### src/rtl/irtx_pkg.sv
package irtx_pkg;

  typedef enum logic [2:0] {
    ST_IDLE   = 3'd0,
    ST_LMARK  = 3'd1,
    ST_LSPACE = 3'd2,
    ST_RSPACE = 3'd3,
    ST_BMARK  = 3'd4,
    ST_BSPACE = 3'd5,
    ST_SMARK  = 3'd6,
    ST_GAP    = 3'd7
  } irtx_st_e;

  function automatic logic st_is_mark(input irtx_st_e s);
    return (s == ST_LMARK) || (s == ST_BMARK) || (s == ST_SMARK);
  endfunction

endpackage

### src/rtl/irtx_downcnt.sv
module irtx_downcnt #(
  parameter int W = 16
) (
  input  logic         clk,
  input  logic         rst_n,
  input  logic         load_i,
  input  logic [W-1:0] val_i,
  output logic         zero_o
);

  logic [W-1:0] cnt_q, cnt_d;

  always_comb begin
    cnt_d = cnt_q;
    if (load_i)           cnt_d = val_i;
    else if (cnt_q != '0) cnt_d = cnt_q - 1'b1;
  end

  always_ff @(posedge clk or negedge rst_n) begin
    if (!rst_n) cnt_q <= '0;
    else        cnt_q <= cnt_d;
  end

  assign zero_o = (cnt_q == '0);

endmodule

### src/rtl/irtx_payload.sv
module irtx_payload #(
  parameter int NBITS = 32
) (
  input  logic             clk,
  input  logic             rst_n,
  input  logic             load_i,
  input  logic [NBITS-1:0] word_i,
  input  logic             shift_i,
  output logic             bit_o,
  output logic             last_o
);

  localparam int IW = $clog2(NBITS);

  logic [NBITS-1:0] sh_q, sh_d;
  logic [IW-1:0]    idx_q, idx_d;

  always_comb begin
    sh_d  = sh_q;
    idx_d = idx_q;
    if (load_i) begin
      sh_d  = word_i;
      idx_d = '0;
    end else if (shift_i) begin
      sh_d  = {1'b0, sh_q[NBITS-1:1]};
      idx_d = idx_q + 1'b1;
    end
  end

  always_ff @(posedge clk or negedge rst_n) begin
    if (!rst_n) begin
      sh_q  <= '0;
      idx_q <= '0;
    end else begin
      sh_q  <= sh_d;
      idx_q <= idx_d;
    end
  end

  assign bit_o  = sh_q[0];
  assign last_o = (idx_q == IW'(NBITS - 1));

endmodule

### src/rtl/irtx_encoder.sv
module irtx_encoder
  import irtx_pkg::*;
#(
  parameter int CYC_PER_US   = 8,
  parameter int BYTE_W       = 8,
  parameter int T_LMARK_US   = 9000,
  parameter int T_LSPACE_US  = 4500,
  parameter int T_RSPACE_US  = 2250,
  parameter int T_BMARK_US   = 560,
  parameter int T_ZSPACE_US  = 565,
  parameter int T_OSPACE_US  = 1690,
  parameter int T_PERIOD_US  = 108000
) (
  input  logic              clk,
  input  logic              rst_n,
  input  logic              start_i,
  input  logic              key_held_i,
  input  logic [BYTE_W-1:0] cust_a_i,
  input  logic [BYTE_W-1:0] cust_b_i,
  input  logic [BYTE_W-1:0] data_i,
  output logic              mark_o,
  output logic              busy_o
);

  localparam int NBITS  = 4 * BYTE_W;
  localparam int LM_C   = T_LMARK_US  * CYC_PER_US;
  localparam int LS_C   = T_LSPACE_US * CYC_PER_US;
  localparam int RS_C   = T_RSPACE_US * CYC_PER_US;
  localparam int BM_C   = T_BMARK_US  * CYC_PER_US;
  localparam int ZS_C   = T_ZSPACE_US * CYC_PER_US;
  localparam int OS_C   = T_OSPACE_US * CYC_PER_US;
  localparam int PER_C  = T_PERIOD_US * CYC_PER_US;
  localparam int MAX_AB = (LM_C > LS_C) ? LM_C : LS_C;
  localparam int MAX_CD = (RS_C > BM_C) ? RS_C : BM_C;
  localparam int MAX_EF = (ZS_C > OS_C) ? ZS_C : OS_C;
  localparam int MAX_G  = (MAX_AB > MAX_CD) ? MAX_AB : MAX_CD;
  localparam int SEG_MX = (MAX_G > MAX_EF) ? MAX_G : MAX_EF;
  localparam int SEG_W  = $clog2(SEG_MX + 1);
  localparam int PER_W  = $clog2(PER_C + 1);

  localparam logic [SEG_W-1:0] LM_V = SEG_W'(LM_C - 1);
  localparam logic [SEG_W-1:0] LS_V = SEG_W'(LS_C - 1);
  localparam logic [SEG_W-1:0] RS_V = SEG_W'(RS_C - 1);
  localparam logic [SEG_W-1:0] BM_V = SEG_W'(BM_C - 1);
  localparam logic [SEG_W-1:0] ZS_V = SEG_W'(ZS_C - 1);
  localparam logic [SEG_W-1:0] OS_V = SEG_W'(OS_C - 1);
  localparam logic [PER_W-1:0] PER_V = PER_W'(PER_C - 1);

  irtx_st_e          st_q, st_d;
  logic              mark_q, busy_q, rep_q, rep_d, full_q, full_d;
  logic              seg_ld, per_ld, seg_zero, per_zero;
  logic [SEG_W-1:0]  seg_val;
  logic              pay_ld, pay_shift, pay_bit, pay_last;
  logic [NBITS-1:0]  pay_word;

  assign pay_word = {~data_i, data_i, cust_b_i, cust_a_i};

  irtx_downcnt #(.W(SEG_W)) u_seg (
    .clk(clk), .rst_n(rst_n), .load_i(seg_ld), .val_i(seg_val), .zero_o(seg_zero)
  );

  irtx_downcnt #(.W(PER_W)) u_per (
    .clk(clk), .rst_n(rst_n), .load_i(per_ld), .val_i(PER_V), .zero_o(per_zero)
  );

  irtx_payload #(.NBITS(NBITS)) u_pay (
    .clk(clk), .rst_n(rst_n), .load_i(pay_ld), .word_i(pay_word),
    .shift_i(pay_shift), .bit_o(pay_bit), .last_o(pay_last)
  );

  // next-state and segment scheduling
  always_comb begin
    st_d      = st_q;
    seg_ld    = 1'b0;
    seg_val   = '0;
    per_ld    = 1'b0;
    pay_ld    = 1'b0;
    pay_shift = 1'b0;
    full_d    = full_q;
    rep_d     = rep_q & key_held_i;
    unique case (st_q)
      ST_IDLE: if (start_i) begin
        st_d    = ST_LMARK;
        seg_ld  = 1'b1;
        seg_val = LM_V;
        per_ld  = 1'b1;
        pay_ld  = 1'b1;
        full_d  = 1'b1;
        rep_d   = key_held_i;
      end
      ST_LMARK: if (seg_zero) begin
        seg_ld = 1'b1;
        if (full_q) begin
          st_d    = ST_LSPACE;
          seg_val = LS_V;
        end else begin
          st_d    = ST_RSPACE;
          seg_val = RS_V;
        end
      end
      ST_LSPACE: if (seg_zero) begin
        st_d    = ST_BMARK;
        seg_ld  = 1'b1;
        seg_val = BM_V;
      end
      ST_BMARK: if (seg_zero) begin
        st_d    = ST_BSPACE;
        seg_ld  = 1'b1;
        seg_val = pay_bit ? OS_V : ZS_V;
      end
      ST_BSPACE: if (seg_zero) begin
        pay_shift = 1'b1;
        seg_ld    = 1'b1;
        seg_val   = BM_V;
        st_d      = pay_last ? ST_SMARK : ST_BMARK;
      end
      ST_RSPACE: if (seg_zero) begin
        st_d    = ST_SMARK;
        seg_ld  = 1'b1;
        seg_val = BM_V;
      end
      ST_SMARK: if (seg_zero) begin
        st_d = rep_d ? ST_GAP : ST_IDLE;
      end
      ST_GAP: begin
        if (!rep_d) begin
          st_d = ST_IDLE;
        end else if (per_zero) begin
          st_d    = ST_LMARK;
          seg_ld  = 1'b1;
          seg_val = LM_V;
          per_ld  = 1'b1;
          full_d  = 1'b0;
        end
      end
      default: st_d = ST_IDLE;
    endcase
  end

  // state registers
  always_ff @(posedge clk or negedge rst_n) begin
    if (!rst_n) begin
      st_q   <= ST_IDLE;
      mark_q <= 1'b0;
      busy_q <= 1'b0;
      rep_q  <= 1'b0;
      full_q <= 1'b0;
    end else begin
      st_q   <= st_d;
      mark_q <= st_is_mark(st_d);
      busy_q <= (st_d != ST_IDLE);
      rep_q  <= rep_d;
      full_q <= full_d;
    end
  end

  assign mark_o = mark_q;
  assign busy_o = busy_q;

endmodule

### config.mk
export PLATFORM = sky130hd
export DESIGN_NAME = irtx_encoder
export DESIGN_NICKNAME = d
export VERILOG_FILES = /design/src/rtl/irtx_pkg.sv /design/src/rtl/irtx_downcnt.sv /design/src/rtl/irtx_payload.sv /design/src/rtl/irtx_encoder.sv
export SDC_FILE = /design/constraint.sdc
export NUM_CORES = 1
export LEC_CHECK = 0
export BUFFER_PORTS_ARGS = -buffer_cell sky130_fd_sc_hd__buf_2
export CAP_MARGIN = 5
export CORE_MARGIN = 3
export CORE_UTILIZATION = 65
export DETAILED_ROUTE_END_ITERATION = 7
export PLACE_DENSITY = 0.9
export RECOVER_POWER = 100
export SLEW_MARGIN = 20
export SYNTH_ARGS = -nofsm -noshare
export SYNTH_HDL_FRONTEND = slang
export SYNTH_HIERARCHICAL = 1
export SYNTH_SLANG_ARGS = --single-unit
### constraint.sdc
create_clock -name clk -period 7.83 [get_ports clk]
set_input_delay 1.566 -clock clk [delete_from_list [all_inputs] [get_ports clk]]
set_output_delay 1.566 -clock clk [all_outputs]
set_load 0.005 [all_outputs]
=== Word-level counts from Yosys, hierarchy flattened ===
Index checks and enable logic that the tools add are counted.

* Output and inout port bits: 2
* Bits of input ports: 28
* Logic and storage cells: 87
* Bits in registers: 81

* Add/subtract/negate cells: 3
* Eq/ne operators: 14
* Muxes and demuxes: 44
* Bitwise logic cells: 2
* Reduce and logical (&&, ||, !) cells: 15

{| class="wikitable"
|+ Operators by type and width
! kind !! count
|-
| 17-bit two-way mux || 5
|-
| 17-bit case mux with 5 select lines || 1
|-
| 32-bit two-way mux || 2
|-
| 20-bit two-way mux || 2
|-
| 16-bit two-way mux || 2
|-
| 3-bit two-way mux || 10
|-
| 14-bit two-way mux || 2
|-
| 3-bit case mux with 8 select lines || 1
|-
| 20-bit zero test || 1
|-
| 20-bit nonzero test || 1
|-
| 20-bit by 1-bit subtractor with 20-bit output (second input constant) || 1
|-
| 3-bit equality test (second input constant) || 6
|-
| 17-bit zero test || 1
|-
| 17-bit nonzero test || 1
|-
| 17-bit by 1-bit subtractor with 17-bit output (second input constant) || 1
|-
| 13-bit two-way mux || 1
|-
| 1-bit two-way mux || 12
|-
| 5-bit two-way mux || 2
|-
| 8-bit NOT || 1
|-
| 2-bit nonzero test || 4
|-
| 3-bit by 1-bit equality test with 1-bit output (second input constant) || 2
|-
| 3-bit by 2-bit equality test with 1-bit output (second input constant) || 2
|-
| 2-bit != test (second input constant) || 3
|-
| 5-bit by 1-bit adder with 5-bit output (second input constant) || 1
|-
| 11 further kinds || 13
|}

=== Depth between registers and ports, before layout ===
Gate-level depths: netlist of the first run.

* Depth in word-level cells: 7
* Depth in mapped cells: 13
* Gate-level depth less buffers: 10

=== Hierarchy ===
Netlist of the first run, hierarchy kept.

{| class="wikitable"
|+ Modules (own cells, without submodules)
! module !! area an instance (um^2) !! seq. area each (um^2) !! instances !! cells each
|-
| irtx_payload || 1727.9 || 925.9 || 1 || 160
|-
| irtx_downcnt at u_per || 1202.4 || 500.5 || 1 || 123
|-
| irtx_downcnt at u_seg || 1033.5 || 425.4 || 1 || 109
|-
| irtx_encoder || 708.2 || 175.2 || 1 || 97
|}

=== Least setup slack after synthesis of the first run ===
No wires, ideal clock.

* Kind: register -> register
* Start point: register u_seg.cnt_q[0]
* End point: register u_pay.idx_q[3]
* Path slack: 4.908 ns
* Period minus slack after synthesis: 2.922 ns
* Arrival: 2.794 ns
* Cell stages (with the launch flop): 13
* Required time: 7.703 ns
* Library setup time: 0.127 ns
* Path buffers: 3
* Cell sequence: dfrtp_1 inv_1 ha_1 nor4b_1 nand2b_1 nor3_2 buf_2 buf_6 nand2_1 nor3_1 buf_6 nand4_1 mux2_1

* Longest elaborated chain between the ends: 4

{| class="wikitable"
|+ RTL lines
! item !! RTL line !! text
|-
| from (decl) || irtx_downcnt.sv:11 || <nowiki>logic [W-1:0] cnt_q, cnt_d;</nowiki>
|-
| from (signal assigned) || irtx_downcnt.sv:21 || <nowiki>else cnt_q <= cnt_d;</nowiki>
|-
| 17-bit zero test || irtx_downcnt.sv:24 || <nowiki>assign zero_o = (cnt_q == '0);</nowiki>
|-
| net seg_zero || irtx_encoder.sv:51 || <nowiki>logic seg_ld, per_ld, seg_zero, per_zero;</nowiki>
|-
| 1-bit two-way mux || irtx_encoder.sv:111 || <nowiki>ST_BSPACE: if (seg_zero) begin</nowiki>
|-
| 1-bit two-way mux || irtx_encoder.sv:81 || <nowiki>unique case (st_q)</nowiki>
|-
| net pay_shift || irtx_encoder.sv:53 || <nowiki>logic pay_ld, pay_shift, pay_bit, pay_last;</nowiki>
|-
| 2-bit nonzero test (no line) || - ||
|-
| to (signal assigned) || irtx_payload.sv:36 || <nowiki>idx_q <= idx_d;</nowiki>
|-
| to (decl) || irtx_payload.sv:16 || <nowiki>logic [IW-1:0] idx_q, idx_d;</nowiki>
|}

The timed path passes the listed nets, and every way through them passes these cells.
A chain may end at the register's enable or synchronous reset.

=== Worst setup path after layout of the first run ===
* Start point: register u_seg.cnt_q[0]
* End point: register u_seg.cnt_q[13]

* Longest elaborated chain between the ends: 4
* Elaborated cells on any way between the ends: 11
* Classes of those cells: add/sub: 1; mux: 7; reduce/logical: 3

{| class="wikitable"
|+ RTL lines
! item !! RTL line
|-
| 17-bit zero test (*) || irtx_downcnt.sv:24
|-
| net seg_zero || irtx_encoder.sv:51
|-
| 1-bit two-way mux (*) || -
|-
| 1-bit case mux with 3 select lines (*) || irtx_encoder.sv:81
|-
| net seg_ld || irtx_encoder.sv:51
|-
| 17-bit two-way mux / 2-bit nonzero test (equally long branches) || -
|}

The timed path passes the listed nets; every way through them passes the cells marked *. The select of a mux whose other input is x is not followed.

==> results.cfg, run 1 <==
[setup_path]
worstReg2RegEnd = u_seg/cnt_q[13]
cp.arrival_ns = 5.03
worst_ep_required_time_ns = 8.08
crit_fanout = 36
cp-end-kind = flip-flop
r2r_cells = 11
critPathKind = reg -> reg
r2r_slack_ns = 3.05
rr_startpoint = u_seg/cnt_q[0]
startpoint_type = flip-flop

[yosys]
syn_avg_cell_area_um2 = 9.554
synth_seq_cells = 81
ys.flop_type = dfrtp_1
synth_enable_flop_cells = 0
seq_area_frac_synth_pct = 43.39
synth_warnings = 6
yosysUniqueCellTypes = 66
syn_area_mm2 = 0.004672
synth_cells = 489
async_reset_ff_share_pct = 100.0
synth.area.top_cells = dfrtp_1 (43%), mux2i_1 (7.3%), nand2_1 (6.5%), xnor2_1 (3.4%), o21ai_1 (3.1%)
synth_largest_area_cell = dfrtp_1
synth.top_cell.area_share_pct = 43.39

[final_layout]
fillCellCount = 526
syn_to_final_growth_pct = 6.427
drive_gt1_share_pct = 13.33
final_cell_mix = nand2_1 (81), dfrtp_1 (81), o21ai_0 (49)
design_area_mm2 = 0.004972
final_nets = 554
n_antenna_cell = 0

[run_status]
violations = max-capacitance violations, max-slew violations
status = finished, violations left

[global_routing]
grt_pass1_vias = 3618
use_met2_pct = 40.64
use_met3_pct = 4.417
grt.total_usage_pct = 24.79
busiest_layer = met2
grt.met1_usage_pct = 33.30
grt_max_degree = 82
overflow = 0
grt_pass1_wl_um = 16730
antenna_found_initial = 0

[route]
drt_iter0_drc = 357
wirelength_um = 9561
viasPerCell = 5.815
num_vias = 3611
post_drt_wl_per_cell_um = 15.40
drt-pass1-iter-count = 4
antenna_left = 0
remaining_drc_errors = 0

[clocking]
cts.path.max_buffers = 2
cts_resized = 0
clock-root-buffer = clkbuf_8
post_cts_buffers = 0
ctsHoldBuffers = 0
insertion_delay_ns = 0.35
tritoncts = built
clock_sinks = 81
cts_made_buffers = 9
htreeDepth = 3
clk_pin_slew_ns = 0.08

[pwr]
power.density_mw_per_mm2 = 148.3
ir_worst_vdd_mv = 0.1208
power.total_uw = 737.3
p_leak_nw = 1.792

[place]
globalplace.congestion = 0.8674
pre_cts_ws_ns = 4.309
dpl.hpwl_um = 6451
placedInstanceArea_mm2 = 0.004853
port_buffers = 29

[flow_run]
max-cap-violations = 1

[die]
rows = 30
core_mm2 = 0.006869
ios = 30
die_area_mm2 = 0.008241
die_y_um = 90.78
start_util_pct = 68.01
fp.dieW_um = 90.78

[sta]
setup_viol = 0
slew_viol_final = 73
setup_slack_ns = 3.055
tns_ns = 0
fin_crit_ns = 4.775
final_hold_viol_count = 0
slew-limit-headroom_pct = -55.84
rsz0062_at_grt = no
finalClockSkew_ns = 0.01015
fmax_mhz = 209.4
timing.final.crit_share_pct = 60.99
tightest_slew_ns = 2.338

[worst_hold_path]
worstHoldPathCells = 1
hold_class = reg -> reg
min_to = u_pay/sh_q[31]
hold_start = u_pay/sh_q[31]
-- flip-flops by register name, indices dropped and copies added, names as in the netlist --
signal / cells
u_seg/cnt_q: 17
u_pay/sh_q: 32
mark_o: 1
u_pay/idx_q: 5
rep_q: 1
st_q: 3
full_q: 1
u_per/cnt_q: 20
busy_o: 1
-- cells by family after synthesis --
group	after synthesis	share of synthesized area, %
simple gates	177	20.01
mux	38	8.249
fa+ha+maj	5	1.339
other cells	2	0.1607
buf+inv	49	5.677
flops	81	43.39
compound gates	109	15.94
xor+xnor	28	5.249
-- report_power, final --
group / total (mW) / leakage [nW] / internal (mW) / switching [mW]
combinational: 0.0173 / 0.878 / 0.00505 / 0.0122
sequential: 0.418 / 0.815 / 0.418 / 0
clock: 0.302 / 0.0981 / 0.154 / 0.148
total: 0.737 / 1.79 / 0.577 / 0.161
-- per-layer routing --
layer,wire (um),vias to the layer above
met5,0,-
met2,4739,102
met3,409,25
li1,-,1751
met4,210,0
met1,4203,1733
-- cells in the mapped netlist (2+ instances only) --
cell type	instances
a21boi_0	5
xnor2_1	18
mux2_2	3
mux2i_1	34
ha_1	5
nand4_1	3
o41ai_1	2
dfrtp_1	81
or3_1	5
and3_1	3
buf_2	8
o21ai_0	20
nand3b_1	2
or4_4	2
a21oi_2	2
nor3_1	12
xor2_1	10
a21oi_1	5
nor3b_1	3
o31ai_2	2
nor2b_1	3
nand2b_1	6
conb_1	2
nor4b_1	2
inv_1	18
nand3_1	6
buf_6	5
clkbuf_1	12
nor3_2	2
o21ai_1	29
a21o_1	3
o21a_1	4
or4_1	4
buf_4	3
nor4_1	7
nor2_1	21
a211oi_1	2
buf_8	2
nand2_1	81
o31ai_1	18
o21ai_2	9
-- critical path: stages (launching register included) --
cell	delay, ns
dfrtp_1	0.39
inv_1	0.09
ha_1	0.21
nor4b_1	0.65
nand2b_1	0.21
nor3_1	0.20
clkbuf_1	0.87
nand2_1	0.21
o21ai_0	0.28
clkbuf_1	1.04
o41ai_1	0.26
nor3b_1	0.24
-- worst max path at each step --
stage / cells past startpoint / slack [ns] / to / from
2_1_floorplan: 12 / 4.91 / u_pay/idx_q[3] / u_seg/cnt_q[0]
3_3_place_gp: 7 / 4.40 / u_per/cnt_q[15] / key_held_i
3_5_place_dp: 7 / 4.31 / u_per/cnt_q[15] / key_held_i
4_1_cts: 11 / 4.41 / u_pay/idx_q[3] / u_seg/cnt_q[0]
5_1_grt: 11 / 2.63 / u_seg/cnt_q[13] / u_seg/cnt_q[0]
6_report: 11 / 3.05 / u_seg/cnt_q[13] / u_seg/cnt_q[0]
-- final cells by class --
type | instances | area (um2) | area share, %
clock buffers | 10 | 137.6 | 2.768
clock inverters | 5 | 56.30 | 1.132
inverters | 19 | 71.32 | 1.434
multi-input cells | 377 | 2396 | 48.19
flip-flops and latches | 81 | 2027 | 40.76
well taps | 96 | 120.1 | 2.416
repair buffers | 33 | 163.9 | 3.296
-- per-stage QoR --
stage               utilization, %  hold WS (ns)  instances
finish                       72.39        0.5107        621
global route                 72.39        0.5401        621
CTS                          73.48        0.5177        621
detailed placement           70.66        0.4951        606
global placement             70.66        0.4847        606
floorplan                        -        0.4656        507
No activity file was read; power rests on OpenSTA's default activity.
==> run 2, diff against run 1 <==
--- a/config.mk
+++ b/config.mk
@@ -8,9 +8,9 @@
 export BUFFER_PORTS_ARGS = -buffer_cell sky130_fd_sc_hd__buf_2
 export CAP_MARGIN = 5
 export CORE_MARGIN = 3
-export CORE_UTILIZATION = 65
+export CORE_UTILIZATION = 61
 export DETAILED_ROUTE_END_ITERATION = 7
-export PLACE_DENSITY = 0.9
+export PLACE_DENSITY = 0.85
 export RECOVER_POWER = 100
 export SLEW_MARGIN = 20
 export SYNTH_ARGS = -nofsm -noshare
==> constraint.sdc (replaced) <==
create_clock -name clk -period 4.86 [get_ports clk]
set_input_delay 0.972 -clock clk [delete_from_list [all_inputs] [get_ports clk]]
set_output_delay 0.972 -clock clk [all_outputs]
set_load 0.005 [all_outputs]
==> run 2 against run 1 <==
Net effect: the run still ends with max-capacitance violations, max-slew violations left; register-to-register slack lost 2.2 ns; worst hold slack better by 0.010 ns; sequential power rose by 61%; clock power rose by 71%; non-clock buffer count is 1 higher; highest routed layer unchanged.
==> results.cfg, run 2 (synthesis gave the netlist of run 1 again) <==
[global_routing]
grt_max_degree = 82
busiest_layer = met2
grt.total_usage_pct = 22.29
use_met2_pct = 35.38
grt_pass1_wl_um = 15630
use_met3_pct = 4.505
grt.met1_usage_pct = 29.32
antenna_found_initial = 0
overflow = 0
grt_pass1_vias = 3456

[sta]
tightest_slew_ns = 2.376
finalClockSkew_ns = 0.01204
hold-worst-slack_ns = 0.5211
fmax_mhz = 251.4
rsz0062_at_grt = no
final_hold_viol_count = 0
setup_viol = 0
fin_crit_ns = 3.977
slew-limit-headroom_pct = -58.43
slew_viol_final = 155
timing.final.crit_share_pct = 81.84
tns_ns = 0

[clocking]
cts_made_buffers = 9
post_cts_buffers = 0
tritoncts = built
htreeDepth = 3
clock_sinks = 81
insertion_delay_ns = 0.36
ctsHoldBuffers = 0
clock-root-buffer = clkbuf_8
cts.path.max_buffers = 2
cts_resized = 0
clk_pin_slew_ns = 0.08

[pwr]
p_leak_nw = 1.783
power.density_mw_per_mm2 = 243.9
p_clk_share_pct = 42.5
switching_share_pct = 23.69
pwr-share-seq_pct = 55.3
ir_worst_vdd_mv = 0.2581
internal_power_uw = 929.6
p_switching_uw = 288.6
pwr-share-comb_pct = 2.3

[final_layout]
top_register = u_pay/sh_q
regArea_mm2 = 0.002027
syn_to_final_growth_pct = 6.909
final_cell_mix = nand2_1 (81), dfrtp_1 (81), o21ai_0 (46)
fin_cells = 626
fillCellCount = 535
n_antenna_cell = 0
largest_reg_flops = 32
multi_input_area_mm2 = 0.002391
drive_gt1_share_pct = 14.42
largestRegisters = u_pay/sh_q x32, u_per/cnt_q x20, u_seg/cnt_q x17
fin_util_pct = 68.13
final_nets = 555

[die]
fp.dieW_um = 93.52
start_util_pct = 63.73
die_y_um = 93.52
rows = 31
die_area_mm2 = 0.008745
ios = 30
core_mm2 = 0.007331

[place]
dpl.hpwl_um = 6035
globalplace.congestion = 0.8810
port_buffers = 29
dp_cells = 610

[setup_path]
crit_fanout = 31
startpoint_type = flip-flop
cp-end-kind = flip-flop
cpPeakStageDelay_ns = 0.78
cp.arrival_ns = 4.22
crit_chain = or3_1 > or4_1 > nor2_1 > a21oi_1 > inv_1 > or2_2 > o21ai_2
critPathSlowestCell = inv_1
worst_ep_required_time_ns = 5.10
critPathKind = reg -> reg

[run_status]
status = finished, violations left
violations = max-capacitance violations, max-slew violations

[route]
drt-pass1-iter-count = 4
post_drt_wl_per_cell_um = 14.25
antenna_left = 0
wirelength_um = 8920
viasPerCell = 5.695
remaining_drc_errors = 0
drt_iter0_drc = 205
num_vias = 3565

[flow_run]
max-cap-violations = 2

[worst_hold_path]
hold_class = reg -> reg
-- run 2: cell count changes in the layout (fill, tap and decap cells not counted), moves of 2 or more --
cell	delta
inv_6	+3
o21ai_0	-3
o21ai_2	+3
clkinv_2	-2
-- run 2: final cells by class --
class	count	area share [%]
well taps	99	2.480
inverters	19	1.428
flip-flops and latches	81	40.58
clock inverters	7	1.703
clock buffers	9	2.480
multi-input cells	377	47.87
repair buffers	34	3.457
-- run 2: power groups by stage --
stage / Combinational [mW] / Clock [mW] / Sequential, mW
2_1_floorplan: 0.00285 / 0 / 0.687
3_3_place_gp: 0.0286 / 0 / 0.687
3_5_place_dp: 0.0288 / 0 / 0.687
4_1_cts: 0.0288 / 0.532 / 0.673
5_1_grt: 0.0331 / 0.570 / 0.674
6_report: 0.0277 / 0.517 / 0.673
-- run 2: per-stage QoR --
stage                     area, um2  setup slack, ns  total power [mW]
after floorplan                4740            1.938            0.6898
after global placement         4865            1.610            0.7153
after detailed placement       4865            1.452            0.7155
after CTS                      5074            1.422             1.234
after global routing           4995           0.5719             1.276
final                          4995           0.8825             1.218
-- run 2: worst max-delay path, delay by kind of cell (launching register included) --
| kind | cells | cell delay, ns |
|---|---|---|
| AO/OA/AOI/OAI | 2 | 0.57 |
| buffers and inverters | 1 | 0.78 |
| flip-flops | 1 | 0.41 |
| AND/OR/NAND/NOR | 4 | 2.10 |
-- run 2: path summary, 6_finish.rpt --
| path | start | endpoint | cells after the start | slack, ns |
|---|---|---|---|---|
| hold / removal | u_pay/sh_q[31] | u_pay/sh_q[31] | 1 | 0.52 |
| max in group asynchronous | rst_n | u_pay/sh_q[4] | 1 | 2.55 |
| min in group asynchronous | rst_n | u_per/cnt_q[9] | 1 | 1.17 |
| hold reg to reg | u_pay/sh_q[31] | u_pay/sh_q[31] | 1 | 0.52 |
| setup reg to reg | u_per/cnt_q[17] | u_per/cnt_q[9] | 7 | 0.88 |
| setup / recovery | u_per/cnt_q[17] | u_per/cnt_q[9] | 7 | 0.88 |
-- run 2: per-layer routing --
metal  up-vias  share of wire (%)
met4         0                2.8
met2        79                 47
met5         -                  0
li1       1754                  -
met3        24                4.1
met1      1708                 46
